===== src/rtl/signed_pwm_pkg.sv =====
package signed_pwm_pkg;

  typedef enum logic {
    ENC_SPLIT   = 1'b0,
    ENC_PULSDIR = 1'b1
  } enc_e;

  typedef enum logic {
    SHAPE_BLOCK   = 1'b0,
    SHAPE_DENSITY = 1'b1
  } shape_e;

  typedef struct packed {
    enc_e   enc;
    shape_e shape;
    logic   neg;
  } pwm_cfg_t;

endpackage


===== src/rtl/pwm_frame_timer.sv =====
module pwm_frame_timer #(
  parameter int CNT_W = 11
) (
  input  logic             clk,
  input  logic             rst,
  output logic [CNT_W-1:0] cnt_o,
  output logic             frame_end_o
);
  // frame length is 2^CNT_W - 1, so the last count is all ones minus one
  localparam logic [CNT_W-1:0] LAST_CNT = {{(CNT_W-1){1'b1}}, 1'b0};

  logic [CNT_W-1:0] cnt_q;

  assign frame_end_o = (cnt_q == LAST_CNT);
  assign cnt_o       = cnt_q;

  always_ff @(posedge clk) begin
    if (rst) begin
      cnt_q <= '0;
    end else if (frame_end_o) begin
      cnt_q <= '0;
    end else begin
      cnt_q <= cnt_q + 1'b1;
    end
  end
endmodule


===== src/rtl/pwm_cmd_capture.sv =====
module pwm_cmd_capture
  import signed_pwm_pkg::*;
#(
  parameter int CMD_W = 12
) (
  input  logic             clk,
  input  logic             rst,
  input  logic             load_i,
  input  logic [CMD_W-1:0] cmd_i,
  input  logic             enc_dir_i,
  input  logic             shape_dens_i,
  output logic [CMD_W-2:0] mag_o,
  output pwm_cfg_t         cfg_o
);
  localparam int MAG_W = CMD_W - 1;
  localparam logic [CMD_W-1:0] LIMIT = {1'b0, {MAG_W{1'b1}}};

  logic             is_neg;
  logic [CMD_W-1:0] abs_val;
  logic [MAG_W-1:0] mag_sat;
  logic [MAG_W-1:0] mag_q;
  pwm_cfg_t         cfg_q;

  assign is_neg  = cmd_i[CMD_W-1];
  // two's complement negate; the most negative code becomes 2^MAG_W
  assign abs_val = is_neg ? (~cmd_i + 1'b1) : cmd_i;
  assign mag_sat = (abs_val > LIMIT) ? LIMIT[MAG_W-1:0] : abs_val[MAG_W-1:0];

  always_ff @(posedge clk) begin
    if (rst) begin
      mag_q <= '0;
      cfg_q <= '{enc: ENC_SPLIT, shape: SHAPE_BLOCK, neg: 1'b0};
    end else if (load_i) begin
      mag_q     <= mag_sat;
      cfg_q.enc <= enc_dir_i ? ENC_PULSDIR : ENC_SPLIT;
      cfg_q.shape <= shape_dens_i ? SHAPE_DENSITY : SHAPE_BLOCK;
      cfg_q.neg <= is_neg;
    end
  end

  assign mag_o = mag_q;
  assign cfg_o = cfg_q;
endmodule


===== src/rtl/pwm_pulse_core.sv =====
module pwm_pulse_core #(
  parameter int MAG_W       = 11,
  parameter bit HAS_DENSITY = 1'b1
) (
  input  logic             clk,
  input  logic             rst,
  input  logic [MAG_W-1:0] cnt_i,
  input  logic [MAG_W-1:0] mag_i,
  input  logic             dens_i,
  output logic             drive_o
);
  localparam logic [MAG_W:0] FRAME_LEN = {1'b0, {MAG_W{1'b1}}};

  logic block_hit;
  assign block_hit = (cnt_i < mag_i);

  generate
    if (HAS_DENSITY) begin : g_density
      logic [MAG_W-1:0] acc_q;
      logic [MAG_W:0]   acc_sum;
      logic [MAG_W:0]   acc_wrapped;
      logic             dens_hit;

      assign acc_sum     = {1'b0, acc_q} + {1'b0, mag_i};
      assign dens_hit    = (acc_sum >= FRAME_LEN);
      assign acc_wrapped = dens_hit ? (acc_sum - FRAME_LEN) : acc_sum;

      always_ff @(posedge clk) begin
        if (rst) begin
          acc_q <= '0;
        end else if (dens_i) begin
          acc_q <= acc_wrapped[MAG_W-1:0];
        end
      end

      assign drive_o = dens_i ? dens_hit : block_hit;
    end else begin : g_block_only
      logic unused_core;
      assign unused_core = dens_i ^ clk ^ rst;
      assign drive_o     = block_hit;
    end
  endgenerate
endmodule


===== src/rtl/pwm_out_encoder.sv =====
module pwm_out_encoder
  import signed_pwm_pkg::*;
(
  input  logic     clk,
  input  logic     rst,
  input  logic     drive_i,
  input  pwm_cfg_t cfg_i,
  input  logic     inv_up_i,
  input  logic     inv_dn_i,
  output logic     up_o,
  output logic     dn_o,
  output logic     mon_o
);
  logic up_raw;
  logic dn_raw;
  logic unused_cfg;

  assign unused_cfg = cfg_i.shape;

  always_comb begin
    if (cfg_i.enc == ENC_PULSDIR) begin
      up_raw = drive_i;
      dn_raw = cfg_i.neg;
    end else begin
      up_raw = drive_i & ~cfg_i.neg;
      dn_raw = drive_i &  cfg_i.neg;
    end
  end

  always_ff @(posedge clk) begin
    if (rst) begin
      up_o  <= 1'b0;
      dn_o  <= 1'b0;
      mon_o <= 1'b0;
    end else begin
      up_o  <= up_raw ^ inv_up_i;
      dn_o  <= dn_raw ^ inv_dn_i;
      mon_o <= up_raw ^ dn_raw;
    end
  end
endmodule


===== src/rtl/signed_pwm_gen.sv =====
module signed_pwm_gen
  import signed_pwm_pkg::*;
#(
  parameter int CMD_W       = 12,
  parameter bit HAS_DENSITY = 1'b1
) (
  input  logic             clk,
  input  logic             rst,
  input  logic [CMD_W-1:0] cmd_i,
  input  logic             enc_dir_i,
  input  logic             shape_dens_i,
  input  logic             inv_up_i,
  input  logic             inv_dn_i,
  output logic             up_o,
  output logic             dn_o,
  output logic             mon_o
);
  localparam int MAG_W = CMD_W - 1;

  logic [MAG_W-1:0] cnt_q;
  logic             frame_end;
  logic [MAG_W-1:0] mag_q;
  pwm_cfg_t         cfg_q;
  logic             drive;

  pwm_frame_timer #(.CNT_W(MAG_W)) u_timer (
    .clk        (clk),
    .rst        (rst),
    .cnt_o      (cnt_q),
    .frame_end_o(frame_end)
  );

  pwm_cmd_capture #(.CMD_W(CMD_W)) u_capture (
    .clk         (clk),
    .rst         (rst),
    .load_i      (frame_end),
    .cmd_i       (cmd_i),
    .enc_dir_i   (enc_dir_i),
    .shape_dens_i(shape_dens_i),
    .mag_o       (mag_q),
    .cfg_o       (cfg_q)
  );

  pwm_pulse_core #(.MAG_W(MAG_W), .HAS_DENSITY(HAS_DENSITY)) u_core (
    .clk    (clk),
    .rst    (rst),
    .cnt_i  (cnt_q),
    .mag_i  (mag_q),
    .dens_i (cfg_q.shape == SHAPE_DENSITY),
    .drive_o(drive)
  );

  pwm_out_encoder u_enc (
    .clk     (clk),
    .rst     (rst),
    .drive_i (drive),
    .cfg_i   (cfg_q),
    .inv_up_i(inv_up_i),
    .inv_dn_i(inv_dn_i),
    .up_o    (up_o),
    .dn_o    (dn_o),
    .mon_o   (mon_o)
  );
endmodule


===== config.mk =====
export PLATFORM = sky130hd
export DESIGN_NAME = signed_pwm_gen
export DESIGN_NICKNAME = d
export VERILOG_FILES = /design/src/rtl/signed_pwm_pkg.sv /design/src/rtl/pwm_frame_timer.sv /design/src/rtl/pwm_cmd_capture.sv /design/src/rtl/pwm_pulse_core.sv /design/src/rtl/pwm_out_encoder.sv /design/src/rtl/signed_pwm_gen.sv
export SDC_FILE = /design/constraint.sdc
export NUM_CORES = 1
export LEC_CHECK = 0
export BUFFER_PORTS_ARGS = -buffer_cell sky130_fd_sc_hd__buf_2
export CELL_PAD_IN_SITES_DETAIL_PLACEMENT = 1
export CELL_PAD_IN_SITES_GLOBAL_PLACEMENT = 1
export CORE_ASPECT_RATIO = 1.75
export CORE_MARGIN = 2
export CORE_UTILIZATION = 50
export CTS_BUF_LIST = sky130_fd_sc_hd__clkbuf_16
export DETAILED_ROUTE_END_ITERATION = 6
export PLACE_DENSITY = 0.83
export SETUP_SLACK_MARGIN = 0.3
export SLEW_MARGIN = 20
export SYNTH_ARGS = -nofsm -noshare
export SYNTH_HDL_FRONTEND = slang
export SYNTH_HIERARCHICAL = 1
export SYNTH_SLANG_ARGS = --single-unit

===== constraint.sdc =====
create_clock -name clk -period 5.87 [get_ports clk]
set_input_delay 1.4675 -clock clk [delete_from_list [all_inputs] [get_ports clk]]
set_output_delay 1.4675 -clock clk [all_outputs]
set_load 0.02 [all_outputs]

==> results summary, run 1 <==
The number of iterations in the first detailed-routing pass came out at 4. The sequential-to-total area share from yosys stat came out at 25.4%. The relative slew slack is 53.5%. The final-layout setup total negative slack came out at 0 ns. The post-route antenna net violation count came out at 0.

The worst register-to-register path ends at u_enc/dn_o. The number of CTS-inserted buffers came out at 5. The total number of H-tree levels came out at 2. The switching share of power is around a quarter. The average cell area after synthesis came out at about 8.4 µm². The maximum fanout count along the critical path came out at 8. The signal on the critical path passes through ha_1, fa_1, a21oi_1, o22ai_1, o41ai_1, xor2_1, nor4_4, nor3_1, a221oi_1, o21ai_0, xor2_1, nor2_1.

The count of clock tree sinks came out at 39. The slowest stage of the critical path is the sky130_fd_sc_hd__nor4_4 cell. In the post-synthesis netlist, the cell with the most instances is sky130_fd_sc_hd__nor2_1. The worst hold margin is 0.499 ns. At the pin with the least slew margin, the transition time is 0.697 ns. Measured against the total synthesized area, the mux share comes to approximately 2.0%.

The number of top-level pins came out at 21. The number of I/O port buffers is 20. The fraction of synthesis flops using an asynchronous set or reset pin came out at 0%. The worst path buffer plus inverter count came out at 0. By count the netlist is led by sky130_fd_sc_hd__nor2_1 (41), sky130_fd_sc_hd__dfxtp_1 (39), sky130_fd_sc_hd__ha_1 (25).

The number of design-rule violations left by the first detailed-router iteration is 193. The die is 63.2 µm wide. Counting along the longest clock path gives a buffer depth of 2. The global router's overall resource usage is 29.1%.

The standard cell area after detailed placement is about 0.0032 mm². The signed area change from the synthesized netlist to the final layout is 11.1%. The chip height came out at 108 µm. Of the post-synthesis cell area, the dominant cell type holds 25.4%. In this run the most critical hold path is launched from u_core/g_density.acc_q[6]. The number of nets in the synthesized netlist is 411.

The reg2reg setup slack came out at 2.24 ns. At the end of routability-driven placement, the weighted congestion stood at 0.937. The via count of the first global-routing pass came to 3163.

Summing the areas of all compound-gate instances in the mapped netlist gives 27.2% of the synthesized area. The cell count after synthesis is 367. The per-cell via count in the routed design is about 6.3. The final number of setup-violating endpoints came out at 0. The count of yosys warnings during synthesis came out at 6. The met3 track demand over resource in global routing is 2.93%. The worst setup path is captured at a flop.

The first global-routing pass estimated 15.4 mm of wire. Detailed placement ended at an HPWL of ~7 mm. The cell leakage power came out at 1.31 nW. The delay contributed by the slowest stage of the critical path is approximately 0.51 ns.

The fraction of power consumed by combinational cells is 10.3%. The final period demand of the worst path is between 3 and 4 ns. TritonCTS built the clock tree. STA puts the critical path data required time at 6.02 ns. Post-CTS timing repair inserted 0 buffers for setup.

The count of non-filler cells in the finished layout is about 470. The classification of the worst-slack hold path is flop to flop. The xor-xnor portion of the synthesized cell area is 5.67%. The worst slack at placement is 2.23 ns. The beginning of the worst register-to-register path is u_capture/mag_o[0].

The portion of total power attributed to sequential cells came out at between 40% and 50%. Clock skew on the completed layout was measured at approximately 0.0045 ns. The area of the core region is 0.00593 mm². STA puts the critical path data arrival time at around 3.8 ns. The post-synthesis register bit count came out at 39. The number of cells after detailed placement is ~460.

The clock latency of the later-clocked register in the worst-skew pair is 0.29 ns. Among the stages of the critical path, the cell type that occurs most often is sky130_fd_sc_hd__xor2_1. The flip-flop cell with the highest count after synthesis is sky130_fd_sc_hd__dfxtp_1. The path with the worst hold slack has its endpoint at u_core/g_density.acc_q[6]. The net load switching power is between 0.15 and 0.2 mW. The sort of element at the start of the critical path is a flop.

The synthesized netlist devotes 10.8% of its cell area to adder and majority cells. In this run the most used layer during global routing was met2. The routed via count came out at 2947.

By area, the combinational part of the netlist is dominated by compound AO/OA/AOI/OAI gates. The wire length per cell came out at about 20 µm. The cell area after synthesis came out at 0.00307 mm².

The max-cap violation count came out at 0. The total design power came out at between 0.6 and 0.7 mW. The final layout contains routed wiring with a total length of 9.21 mm. The internal portion of total power came out at 0.498 mW. The run finished with clean final reports. The total grt overflow came out at 0.

The number of antenna violations at the first check in global routing came out at 0. The number of cells on the worst reg-to-reg path is 12. 0 antenna diodes ended up in the layout.

The depth of the worst hold-timing path came out at 2. The part of the power in the clock network is 47.0%. For this run, the top clock speed supported by timing is 0.276 GHz. The final standard cell area without fillers is 0.00341 mm². Once the clock tree was built, the resizer swapped 0 gates to a different size.

By area the synthesized netlist is led by sky130_fd_sc_hd__dfxtp_1 (25%), sky130_fd_sc_hd__ha_1 (10%), sky130_fd_sc_hd__nor2_1 (5.0%), sky130_fd_sc_hd__xor2_1 (3.1%), sky130_fd_sc_hd__a21oi_1 (3.1%). The final number of hold-violating endpoints came out at 0. The die footprint came out at 0.00680 mm². The simple-gate portion of the synthesized area is 24.2%.

The initial cell density of the core is 51.8%. The met1 routing resource usage after global routing is ~29%. The total of hold buffers inserted after clock tree synthesis is 0. The maximum resistive drop on vdd is 0.000103 V. The start-to-end type of the worst setup path is flop to flop.

The cell family contributing the most delay on the critical path is compound AO/OA/AOI/OAI gates. The core occupancy in the finished layout is 57.5%. In this run the core area contains 37 standard-cell rows. Power spread over the standard cell area amounts to around 190 mW/mm². The count of final max-slew check failures is 0. The post-route fraction of the period consumed by the critical path came out at 61.8%.

Clock-pin slew was measured on the worst setup and hold paths at 0.06 ns. The net count of the finished layout is 430. The number of unique standard cell types used by synthesis is 76. For met2 alone, demand over resource in global routing was between 50 and 60%. The leading area contributor after synthesis is sky130_fd_sc_hd__dfxtp_1. The remaining routing DRC violations came out at 0. Entering global routing, the biggest net connects 35 pins. The master cell of the clock root buffer is sky130_fd_sc_hd__clkbuf_16. The ratio of cells with drive above 1 in the final layout is 15.2%. Across all setup checks in the final design, the least slack found is roughly 2.2 ns. The number of enable-type register cells in the synthesized netlist came out at 0. Setup repair after global routing left no endpoint under its margin.
-- power by group through the flow --
stage                     clock, mW  sequential, mW  combinational (mW)
after global routing          0.323           0.281              0.0748
after detailed placement          0           0.286              0.0667
after floorplan                   0           0.287              0.0398
final                         0.308           0.280              0.0676
after CTS                     0.313           0.280              0.0675
after global placement            0           0.286              0.0638
-- sequential cells by signal, summed over array words and instances (netlist names) --
name                    cells
u_enc/mon_o                 1
u_capture/cfg_o             3
u_capture/mag_o            11
u_enc/up_o                  1
u_timer/cnt_o              11
u_enc/dn_o                  1
u_core/g_density.acc_q     11
-- cell type report --
type	count	area, µm²
flip-flops and latches	39	781
repair buffers	23	123
multi-input cells	293	2150
fillers	769	2520
clock inverters	3	38.8
well taps	78	97.6
clock buffers	5	125
inverters	24	90.1
-- how the worst max path moves through the flow --
stage	slack, ns	from	end	cells after the start
after floorplan	2.70	u_capture/mag_o[0]	u_enc/up_o	11
after global placement	2.38	u_capture/mag_o[0]	u_enc/up_o	11
after detailed placement	2.23	u_capture/mag_o[0]	u_enc/dn_o	12
after CTS	2.23	u_capture/mag_o[0]	u_enc/dn_o	12
after global routing	1.88	u_capture/mag_o[0]	u_enc/dn_o	12
final	2.24	u_capture/mag_o[0]	u_enc/dn_o	12
-- routing by layer --
metal	vias to the layer above	part of all wire, %
met5	-	0
met4	0	4.2
met3	22	1.7
met2	56	57
met1	1453	37
li1	1416	-
-- worst min-delay path: stages (launching register included) --
cell and delay, ns:
sky130_fd_sc_hd__dfxtp_1 0.32, sky130_fd_sc_hd__nor2_1 0.08, sky130_fd_sc_hd__a311oi_1 0.05
-- cells by family (layout without fill, tap and decap cells) --
group	Yosys count	in the layout
compound gates	108	108
xor+xnor	19	19
fa+ha+maj	26	26
buf+inv	35	55
flops	39	39
mux	6	6
simple gates	134	134
-- cells in the final DEF (no fill, tap or decap), drive strengths merged, types with 4 or more instances in the layout --
cell,Yosys,final
or2,5,5
xnor2,7,7
nor3,8,8
nor2,43,43
a211o,5,5
or3,6,6
o21a,4,4
o21ai,16,16
nand2,22,22
mux2i,4,4
clkbuf,8,5
o41ai,4,4
a21oi,19,19
o211ai,9,9
nand4,11,11
or4,4,4
xor2,12,12
nand3,12,12
buf,3,23
dfxtp,39,39
a31oi,6,6
ha,25,25
a211oi,13,13
nor2b,4,4
o31ai,4,4
a311oi,5,5
a21o,4,4
inv,23,23
No activity file was read; power rests on OpenSTA's default activity.
==> run 2: changes to the inputs <==
--- a/config.mk
+++ b/config.mk
@@ -10,10 +10,10 @@
 export CELL_PAD_IN_SITES_GLOBAL_PLACEMENT = 1
 export CORE_ASPECT_RATIO = 1.75
 export CORE_MARGIN = 2
-export CORE_UTILIZATION = 50
+export CORE_UTILIZATION = 42
 export CTS_BUF_LIST = sky130_fd_sc_hd__clkbuf_16
 export DETAILED_ROUTE_END_ITERATION = 6
-export PLACE_DENSITY = 0.83
+export PLACE_DENSITY = 0.74
 export SETUP_SLACK_MARGIN = 0.3
 export SLEW_MARGIN = 20
 export SYNTH_ARGS = -nofsm -noshare
==> constraint.sdc (replaced) <==
create_clock -name clk -period 3.2 [get_ports clk]
set_input_delay 0.8 -clock clk [delete_from_list [all_inputs] [get_ports clk]]
set_output_delay 0.8 -clock clk [all_outputs]
set_load 0.02 [all_outputs]
==> run 2 against run 1 <==
Against the previous run: final cell count is 6.2% higher; cell area is 10% higher; sequential share of layout area is 1.8 points lower; critical path depth is 2 lower; maximum frequency is 22% higher; combinational power is 91% higher; critical endpoint is now u_enc/up_o; largest cell class unchanged; highest routed layer unchanged.
==> results summary, run 2 (same netlist as run 1, synthesis figures left out) <==
Result of the run: finished, final reports clean (unchanged). The worst path buffer plus inverter count came out at 0 (unchanged). The reg2reg setup slack came to 0.22 ns (was 2.24 ns).

The arrival time of the worst setup path was 3.16 ns (was 3.78 ns). The weighted congestion at the end of routability-driven global placement is 0.933 (was 0.937). The max-cap violation count came to 0 (unchanged). The overall routed net length came out at 10.2 mm (was 9.21 mm). The die width is 68.6 µm (was 63.2 µm).

The start-to-end type of the worst setup path is flop to flop (unchanged). The net count of the finished layout is 451 (was 430). Unrepaired setup endpoints after global routing: yes (was no). The number of antenna violations at the first check in global routing is 0 (unchanged).

The wire length per cell came out at 20.6 µm (was 19.8 µm). The power density of the placed cells came out at 301 mW/mm² (was 193 mW/mm²). The routed via count is 3028 (was 2947).

The number of CTS-inserted buffers is 5 (unchanged). The initial cell density of the core is 43.0% (was 51.8%). The met1 routing resource usage after global routing is 25.7% (was 29.2%). The delay contributed by the slowest stage of the critical path came out at 0.36 ns (was 0.51 ns). The final number of setup-violating endpoints was 0 (unchanged). The number of cells after detailed placement came to 473 (was 457).

Critical Path, Cell by Cell: ha_4, a211o_4, a211o_1, a221oi_4, xor2_2, nor4_4, nor3_2, a221oi_2, o21ai_1, mux2_2 (was ha_1, fa_1, a21oi_1, o22ai_1, o41ai_1, xor2_1, nor4_4, nor3_1, a221oi_1, o21ai_0, xor2_1, nor2_1). The fraction of power consumed by combinational cells was 11.4% (was 10.3%). The met3 track demand over resource in global routing came out at 2.87% (was 2.93%). The most utilized layer in the global route result is met2 (unchanged). The switching share of power is 26.6% (was 24.0%). The per-cell via count in the routed design came to 6.13 (was 6.34).

The wire length of the first global-routing pass is 15.3 mm (was 15.4 mm). The met2 track demand over resource came out at 49.6% (was 57.6%). The remaining routing DRC violations is 0 (unchanged). The post-route fraction of the period consumed by the critical path is 93.1% (was 61.8%). The number of logic stages on the critical path including buffering is 10 (was 12). The count of final max-slew check failures is 0 (unchanged).

The count of non-filler cells in the finished layout is 494 (was 465). The signed area change from the synthesized netlist to the final layout is 22.7% (was 11.1%). The number of I/O port buffers came to 20 (unchanged).

The via count of the first global-routing pass came out at 3087 (was 3163). The end of the worst register-to-register path is u_enc/up_o (was u_enc/dn_o). The master cell of the clock root buffer is sky130_fd_sc_hd__clkbuf_16 (unchanged).

Commonest non-fill, non-tap cells in the layout: sky130_fd_sc_hd__nor2_1 (41), sky130_fd_sc_hd__dfxtp_1 (33), sky130_fd_sc_hd__inv_1 (24), sky130_fd_sc_hd__buf_4 (23), sky130_fd_sc_hd__nand2_1 (21) (was sky130_fd_sc_hd__nor2_1 (41), sky130_fd_sc_hd__dfxtp_1 (39), sky130_fd_sc_hd__ha_1 (25), sky130_fd_sc_hd__inv_1 (23), sky130_fd_sc_hd__nand2_1 (21)). The maximum resistive drop on vdd is 0.000188 V (was 0.000103 V). The number of design-rule violations left by the first detailed-router iteration is 145 (was 193). The portion of total power attributed to sequential cells came out at 45.1% (was 42.7%). The final number of hold-violating endpoints is 0 (unchanged). The fill cell instance count of the final layout is 863 (was 769). The peak clock frequency supported by timing is 0.335 GHz (was 0.276 GHz). The number of iterations in the first detailed-routing pass is 4 (unchanged). The cell leakage power is 1.41 nW (was 1.31 nW). The cell type group with the largest total delay on the critical path is compound AO/OA/AOI/OAI gates (unchanged). The sort of element at the start of the critical path is a flop (unchanged).

The total number of H-tree levels is 2 (unchanged). The net load switching power was 0.302 mW (was 0.158 mW). The worst-margin pin slew was 0.625 ns (was 0.697 ns).

The part of the power in the clock network was 43.5% (was 47.0%). The internal portion of total power came out at 0.833 mW (was 0.498 mW). The clock transition at the registers of the reported paths is 0.06 ns (about the same). The clock tree from TritonCTS was built (unchanged).

The depth of the worst hold-timing path was 2 (unchanged). The end of the critical path was u_enc/up_o (was u_enc/dn_o). The area of the core region came out at 0.00713 mm² (was 0.00593 mm²).

The sum of net half-perimeters after detailed placement is 7.43 mm (was 7.06 mm). The relative slew slack came to 58.0% (was 53.5%). The beginning of the worst register-to-register path was u_capture/mag_o[1] (was u_capture/mag_o[0]). The ratio of cells with drive above 1 in the final layout came out at 26.5% (was 15.2%). The setup clock skew after layout is 0.00573 ns (was 0.00454 ns).

The count of clock tree sinks is 39 (unchanged). The total grt overflow was 0 (unchanged). The total of hold buffers inserted after clock tree synthesis is 0 (unchanged). The number of top-level pins is 21 (unchanged). The maximum buffer depth of the clock tree came out at 2 (unchanged).

The startpoint of the worst setup timing path was u_capture/mag_o[1] (was u_capture/mag_o[0]). The post-route antenna net violation count came out at 0 (unchanged). The final-layout setup total negative slack came out at 0 ns (unchanged). The chip height is 117 µm (was 108 µm). The highest-delay cell along the critical path is sky130_fd_sc_hd__dfxtp_4 (was sky130_fd_sc_hd__nor4_4).

The antenna diode count was 0 (unchanged). The classification of the worst-slack hold path was flop to flop (unchanged). The final period demand of the worst path came out at 2.98 ns (was 3.63 ns). The global router's overall resource usage is 26.0% (was 29.1%). The die footprint came to 0.00803 mm² (was 0.00680 mm²). The required arrival time at the worst endpoint is 3.38 ns (was 6.02 ns). The number of cells traversed by the worst register-to-register path came to 10 (was 12). The clock latency of the later-clocked register in the worst-skew pair is 0.29 ns (about the same). The pin count of the biggest net entering global routing is 27 (was 35). The most common cell after layout, fill and taps aside is sky130_fd_sc_hd__nor2_1 (unchanged). The number of cell rows was 41 (was 37). The category of the worst setup path capture point was a flop (unchanged). The maximum fanout count along the critical path is 5 (was 8).
-- run 2: metrics by stage --
step	total power, mW	utilization [%]	setup WS [ns]	area [µm²]	hold WS [ns]
floorplan	0.602	-	0.306	3100	0.445
global placement	0.647	46.9	0.256	3340	0.455
detailed placement	0.651	46.9	0.156	3340	0.471
CTS	1.15	51.3	0.297	3660	0.480
global route	1.18	52.8	0.0620	3760	0.499
finish	1.13	52.8	0.219	3760	0.479
-- run 2: timing repair --
action                     4_1_cts  5_1_grt
pin swaps                       15       11
buffers inserted                10        3
setup endpoints to repair        8       10
gates resized for setup         22       14
-- run 2: how the worst min path moves through the flow --
stage / start / to / slack [ns]
finish: u_core/g_density.acc_q[7] / u_core/g_density.acc_q[7] / 0.48
detailed placement: u_core/g_density.acc_q[7] / u_core/g_density.acc_q[7] / 0.47
global route: u_core/g_density.acc_q[7] / u_core/g_density.acc_q[7] / 0.50
global placement: u_core/g_density.acc_q[7] / u_core/g_density.acc_q[7] / 0.46
floorplan: u_core/g_density.acc_q[7] / u_core/g_density.acc_q[7] / 0.44
CTS: u_core/g_density.acc_q[7] / u_core/g_density.acc_q[7] / 0.48
-- run 2: area by class of cell --
type / count / area [µm²] / area share, %
multi-input combinational: 293 / 2340 / 62.3
clock buffer: 5 / 125 / 3.32
timing repair buffer: 44 / 293 / 7.78
tap: 86 / 108 / 2.86
clock inverter: 3 / 11.3 / 0.299
inverter: 24 / 90.1 / 2.39
sequential: 39 / 793 / 21.1
-- run 2: metal layers --
metal	share of wire (%)	vias to the layer above	routed length [µm]
li1	-	1456	-
met1	37	1495	3780
met2	57	53	5750
met3	1.9	24	198
met4	4.2	0	425
met5	0	-	0
-- run 2: power groups by stage --
stage	logic, mW	registers (mW)	clock network (mW)
floorplan	0.0756	0.526	0
global placement	0.123	0.524	0
detailed placement	0.127	0.524	0
CTS	0.128	0.513	0.505
global route	0.143	0.513	0.524
finish	0.129	0.512	0.494
-- run 2: worst register-to-register path, stage by stage, from the launching register on --
cell	delay (ns)
sky130_fd_sc_hd__dfxtp_4	0.36
sky130_fd_sc_hd__ha_4	0.24
sky130_fd_sc_hd__a211o_4	0.36
sky130_fd_sc_hd__a211o_1	0.33
sky130_fd_sc_hd__a221oi_4	0.31
sky130_fd_sc_hd__xor2_2	0.15
sky130_fd_sc_hd__nor4_4	0.33
sky130_fd_sc_hd__nor3_2	0.09
sky130_fd_sc_hd__a221oi_2	0.28
sky130_fd_sc_hd__o21ai_1	0.13
sky130_fd_sc_hd__mux2_2	0.29
==> run 3: changes to the inputs <==
--- a/config.mk
+++ b/config.mk
@@ -10,10 +10,10 @@
 export CELL_PAD_IN_SITES_GLOBAL_PLACEMENT = 1
 export CORE_ASPECT_RATIO = 1.75
 export CORE_MARGIN = 2
-export CORE_UTILIZATION = 42
+export CORE_UTILIZATION = 50
 export CTS_BUF_LIST = sky130_fd_sc_hd__clkbuf_16
 export DETAILED_ROUTE_END_ITERATION = 6
-export PLACE_DENSITY = 0.74
+export PLACE_DENSITY = 0.83
 export SETUP_SLACK_MARGIN = 0.3
 export SLEW_MARGIN = 20
 export SYNTH_ARGS = -nofsm -noshare
==> constraint.sdc (replaced) <==
create_clock -name clk -period 3.6 [get_ports clk]
set_input_delay 0.36 -clock clk [delete_from_list [all_inputs] [get_ports clk]]
set_output_delay 0.36 -clock clk [all_outputs]
set_load 0.02 [all_outputs]
==> run 3 against run 2 <==
Against the previous run: flip-flop and latch count stayed put; hold slack worse by 0.12 ns; combinational power is 6% lower; highest routed layer unchanged.
==> results summary, run 3 (same netlist as run 1, synthesis figures left out) <==
The routed via count was 3089 (was 3028). The relative slew slack is 44.1% (was 58.0%). The ratio of cells with drive above 1 in the final layout came to 20.4% (was 26.5%).

Commonest non-fill, non-tap cells in the layout: sky130_fd_sc_hd__nor2_1 (41), sky130_fd_sc_hd__dfxtp_1 (36), sky130_fd_sc_hd__ha_1 (24), sky130_fd_sc_hd__inv_1 (23), sky130_fd_sc_hd__nand2_1 (21) (was sky130_fd_sc_hd__nor2_1 (41), sky130_fd_sc_hd__dfxtp_1 (33), sky130_fd_sc_hd__inv_1 (24), sky130_fd_sc_hd__buf_4 (23), sky130_fd_sc_hd__nand2_1 (21)). The number of CTS-inserted buffers came out at 5 (unchanged). The overall routed net length came out at 10.1 mm (was 10.2 mm). The die width is 63.2 µm (was 68.6 µm). The arrival time of the worst setup path is 3.34 ns (was 3.16 ns). The cell leakage power came to 1.35 nW (was 1.41 nW).

The master cell of the clock root buffer was sky130_fd_sc_hd__clkbuf_16 (unchanged). The pin count of the biggest net entering global routing is 35 (was 27). The count of final max-slew check failures is 0 (unchanged).

The maximum buffer depth of the clock tree was 2 (unchanged). The global router's overall resource usage came to 30.2% (was 26.0%). The highest-delay cell along the critical path is sky130_fd_sc_hd__a2111oi_1 (was sky130_fd_sc_hd__dfxtp_4). The depth of the worst hold-timing path is 3 (was 2). The number of cells traversed by the worst register-to-register path came out at 10 (unchanged).

The startpoint of the worst setup timing path is u_capture/mag_o[1] (unchanged). The initial cell density of the core came to 51.8% (was 43.0%). The beginning of the worst register-to-register path is u_capture/mag_o[1] (unchanged). The post-route antenna net violation count was 0 (unchanged).

The die footprint is 0.00680 mm² (was 0.00803 mm²). The maximum fanout count along the critical path came out at 7 (was 5). The number of cell rows was 37 (was 41). The final period demand of the worst path came out at 3.16 ns (was 2.98 ns). The worst path buffer plus inverter count is 0 (unchanged). The number of I/O port buffers came to 20 (unchanged). The area of the core region is 0.00593 mm² (was 0.00713 mm²).

The classification of the worst-slack hold path is input port to flop (was flop to flop). The final number of hold-violating endpoints came out at 0 (unchanged). The met3 track demand over resource in global routing was 3.77% (was 2.87%).

The number of logic stages on the critical path including buffering is 10 (unchanged). The fill cell instance count of the final layout was 742 (was 863). The portion of total power attributed to sequential cells was 42.3% (was 45.1%).

The number of top-level pins is 21 (unchanged). The net count of the finished layout came to 435 (was 451). The maximum resistive drop on vdd came out at 0.000149 V (was 0.000188 V). The final-layout setup total negative slack is 0 ns (unchanged). The cell type group with the largest total delay on the critical path is compound AO/OA/AOI/OAI gates (unchanged). The clock tree from TritonCTS was built (unchanged).

The antenna diode count came to 0 (unchanged). The via count of the first global-routing pass came out at 3210 (was 3087). Critical Path, Cell by Cell: ha_1, a211o_2, a2111oi_1, or3_1, nand4_1, nor4_4, nor3_1, a221oi_2, o21ai_1, mux2_2 (was ha_4, a211o_4, a211o_1, a221oi_4, xor2_2, nor4_4, nor3_2, a221oi_2, o21ai_1, mux2_2).

The fraction of power consumed by combinational cells came out at 11.1% (was 11.4%). The post-layout worst setup margin is 0.440 ns (was 0.219 ns). The sum of net half-perimeters after detailed placement is 7.22 mm (was 7.43 mm). The start-to-end type of the worst setup path is flop to flop (unchanged).

The worst slack at placement is 0.0407 ns (was 0.156 ns). The category of the worst setup path capture point is a flop (unchanged). The total grt overflow is 0 (unchanged).

The area of the multi-input gates is 0.00223 mm² (was 0.00234 mm²). The count of clock tree sinks is 39 (unchanged). The final number of setup-violating endpoints came out at 0 (unchanged). The met2 track demand over resource is 57.7% (was 49.6%). The met1 routing resource usage after global routing came out at 28.9% (was 25.7%).

The part of the power in the clock network is 46.5% (was 43.5%). The power density of the placed cells was 307 mW/mm² (was 301 mW/mm²). The total number of H-tree levels is 2 (unchanged). The number of antenna violations at the first check in global routing came out at 0 (unchanged). The net load switching power came out at 0.265 mW (was 0.302 mW). The combined flip-flop and latch cell area is 785 µm² (was 793 µm²). The required arrival time at the worst endpoint came out at 3.78 ns (was 3.38 ns). Unrepaired setup endpoints after global routing: no (was yes). The chip height is 108 µm (was 117 µm). The peak clock frequency supported by timing was 0.316 GHz (was 0.335 GHz). The launch point of the worst hold path is shape_dens_i (was u_core/g_density.acc_q[7]). The wire length of the first global-routing pass came out at 15.9 mm (was 15.3 mm).

The signed area change from the synthesized netlist to the final layout is 15.0% (was 22.7%). The most utilized layer in the global route result was met2 (unchanged). The delay contributed by the slowest stage of the critical path was 0.45 ns (was 0.36 ns). Result of the run: finished, final reports clean (unchanged). The total of hold buffers inserted after clock tree synthesis came out at 0 (unchanged). The count of non-filler cells in the finished layout is 470 (was 494). The wire length per cell came out at 21.4 µm (was 20.6 µm).

The setup clock skew after layout is 0.00519 ns (was 0.00573 ns). The number of iterations in the first detailed-routing pass is 4 (unchanged). The internal portion of total power was 0.818 mW (was 0.833 mW). The remaining routing DRC violations was 0 (unchanged). The most common cell after layout, fill and taps aside is sky130_fd_sc_hd__nor2_1 (unchanged). The switching share of power is 24.5% (was 26.6%). The post-route fraction of the period consumed by the critical path is 87.8% (was 93.1%). The number of cells after detailed placement came to 459 (was 473). The clock transition at the registers of the reported paths is 0.06 ns (about the same).

The per-cell via count in the routed design came out at 6.57 (was 6.13). The number of design-rule violations left by the first detailed-router iteration is 184 (was 145). The max-cap violation count is 0 (unchanged). The sort of element at the start of the critical path is a flop (unchanged). The clock latency of the later-clocked register in the worst-skew pair came out at 0.29 ns (about the same).

The worst-margin pin slew is 0.832 ns (was 0.625 ns). The weighted congestion at the end of routability-driven global placement is 0.933 (about the same).
-- run 3: repair_timing --
item	4_1_cts	5_1_grt
resized for setup	4	17
pin swaps	0	11
buffers inserted	0	3
setup endpoints to repair	3	3
-- run 3: cell type report --
type | instances | share of cell area, %
clock buffer | 5 | 3.55
sequential | 39 | 22.2
multi-input combinational | 293 | 63.2
tap | 78 | 2.77
inverter | 24 | 2.55
timing repair buffer | 28 | 4.54
clock inverter | 3 | 1.10
-- run 3: routing by layer --
metal | part of all wire (%) | vias up
li1 | - | 1428
met2 | 54 | 93
met3 | 3.2 | 48
met5 | 0 | -
met1 | 36 | 1520
met4 | 6.8 | 0
-- run 3: worst register-to-register path, stage by stage (launching register included) --
cell and delay [ns]:
sky130_fd_sc_hd__dfxtp_2 0.34, sky130_fd_sc_hd__ha_1 0.31, sky130_fd_sc_hd__a211o_2 0.38, sky130_fd_sc_hd__a2111oi_1 0.46
sky130_fd_sc_hd__or3_1 0.22, sky130_fd_sc_hd__nand4_1 0.16, sky130_fd_sc_hd__nor4_4 0.32, sky130_fd_sc_hd__nor3_1 0.09
sky130_fd_sc_hd__a221oi_2 0.33, sky130_fd_sc_hd__o21ai_1 0.15, sky130_fd_sc_hd__mux2_2 0.29
-- run 3: final timing paths --
path                                to  slack (ns)
max reg2reg                 u_enc/up_o        0.44
min                 u_capture/cfg_o[1]        0.36
min reg2reg  u_core/g_density.acc_q[7]        0.49
max                         u_enc/up_o        0.44
-- run 3: metrics by stage --
step	utilization [%]	hold WS, ns	cell area [µm²]	power (mW)
final	59.5	0.363	3530	1.08
after global routing	59.5	0.386	3530	1.12
after CTS	58.1	0.328	3440	1.08
after detailed placement	55.0	0.494	3260	0.578
after global placement	55.0	0.476	3260	0.571
after floorplan	-	0.425	3070	0.533
-- run 3: power by group through the flow --
stage / combinational (mW) / sequential (mW) / clock [mW]
floorplan: 0.0649 / 0.468 / 0
detailed placement: 0.111 / 0.467 / 0
global route: 0.133 / 0.460 / 0.523
global placement: 0.104 / 0.467 / 0
finish: 0.121 / 0.458 / 0.504
CTS: 0.116 / 0.458 / 0.510
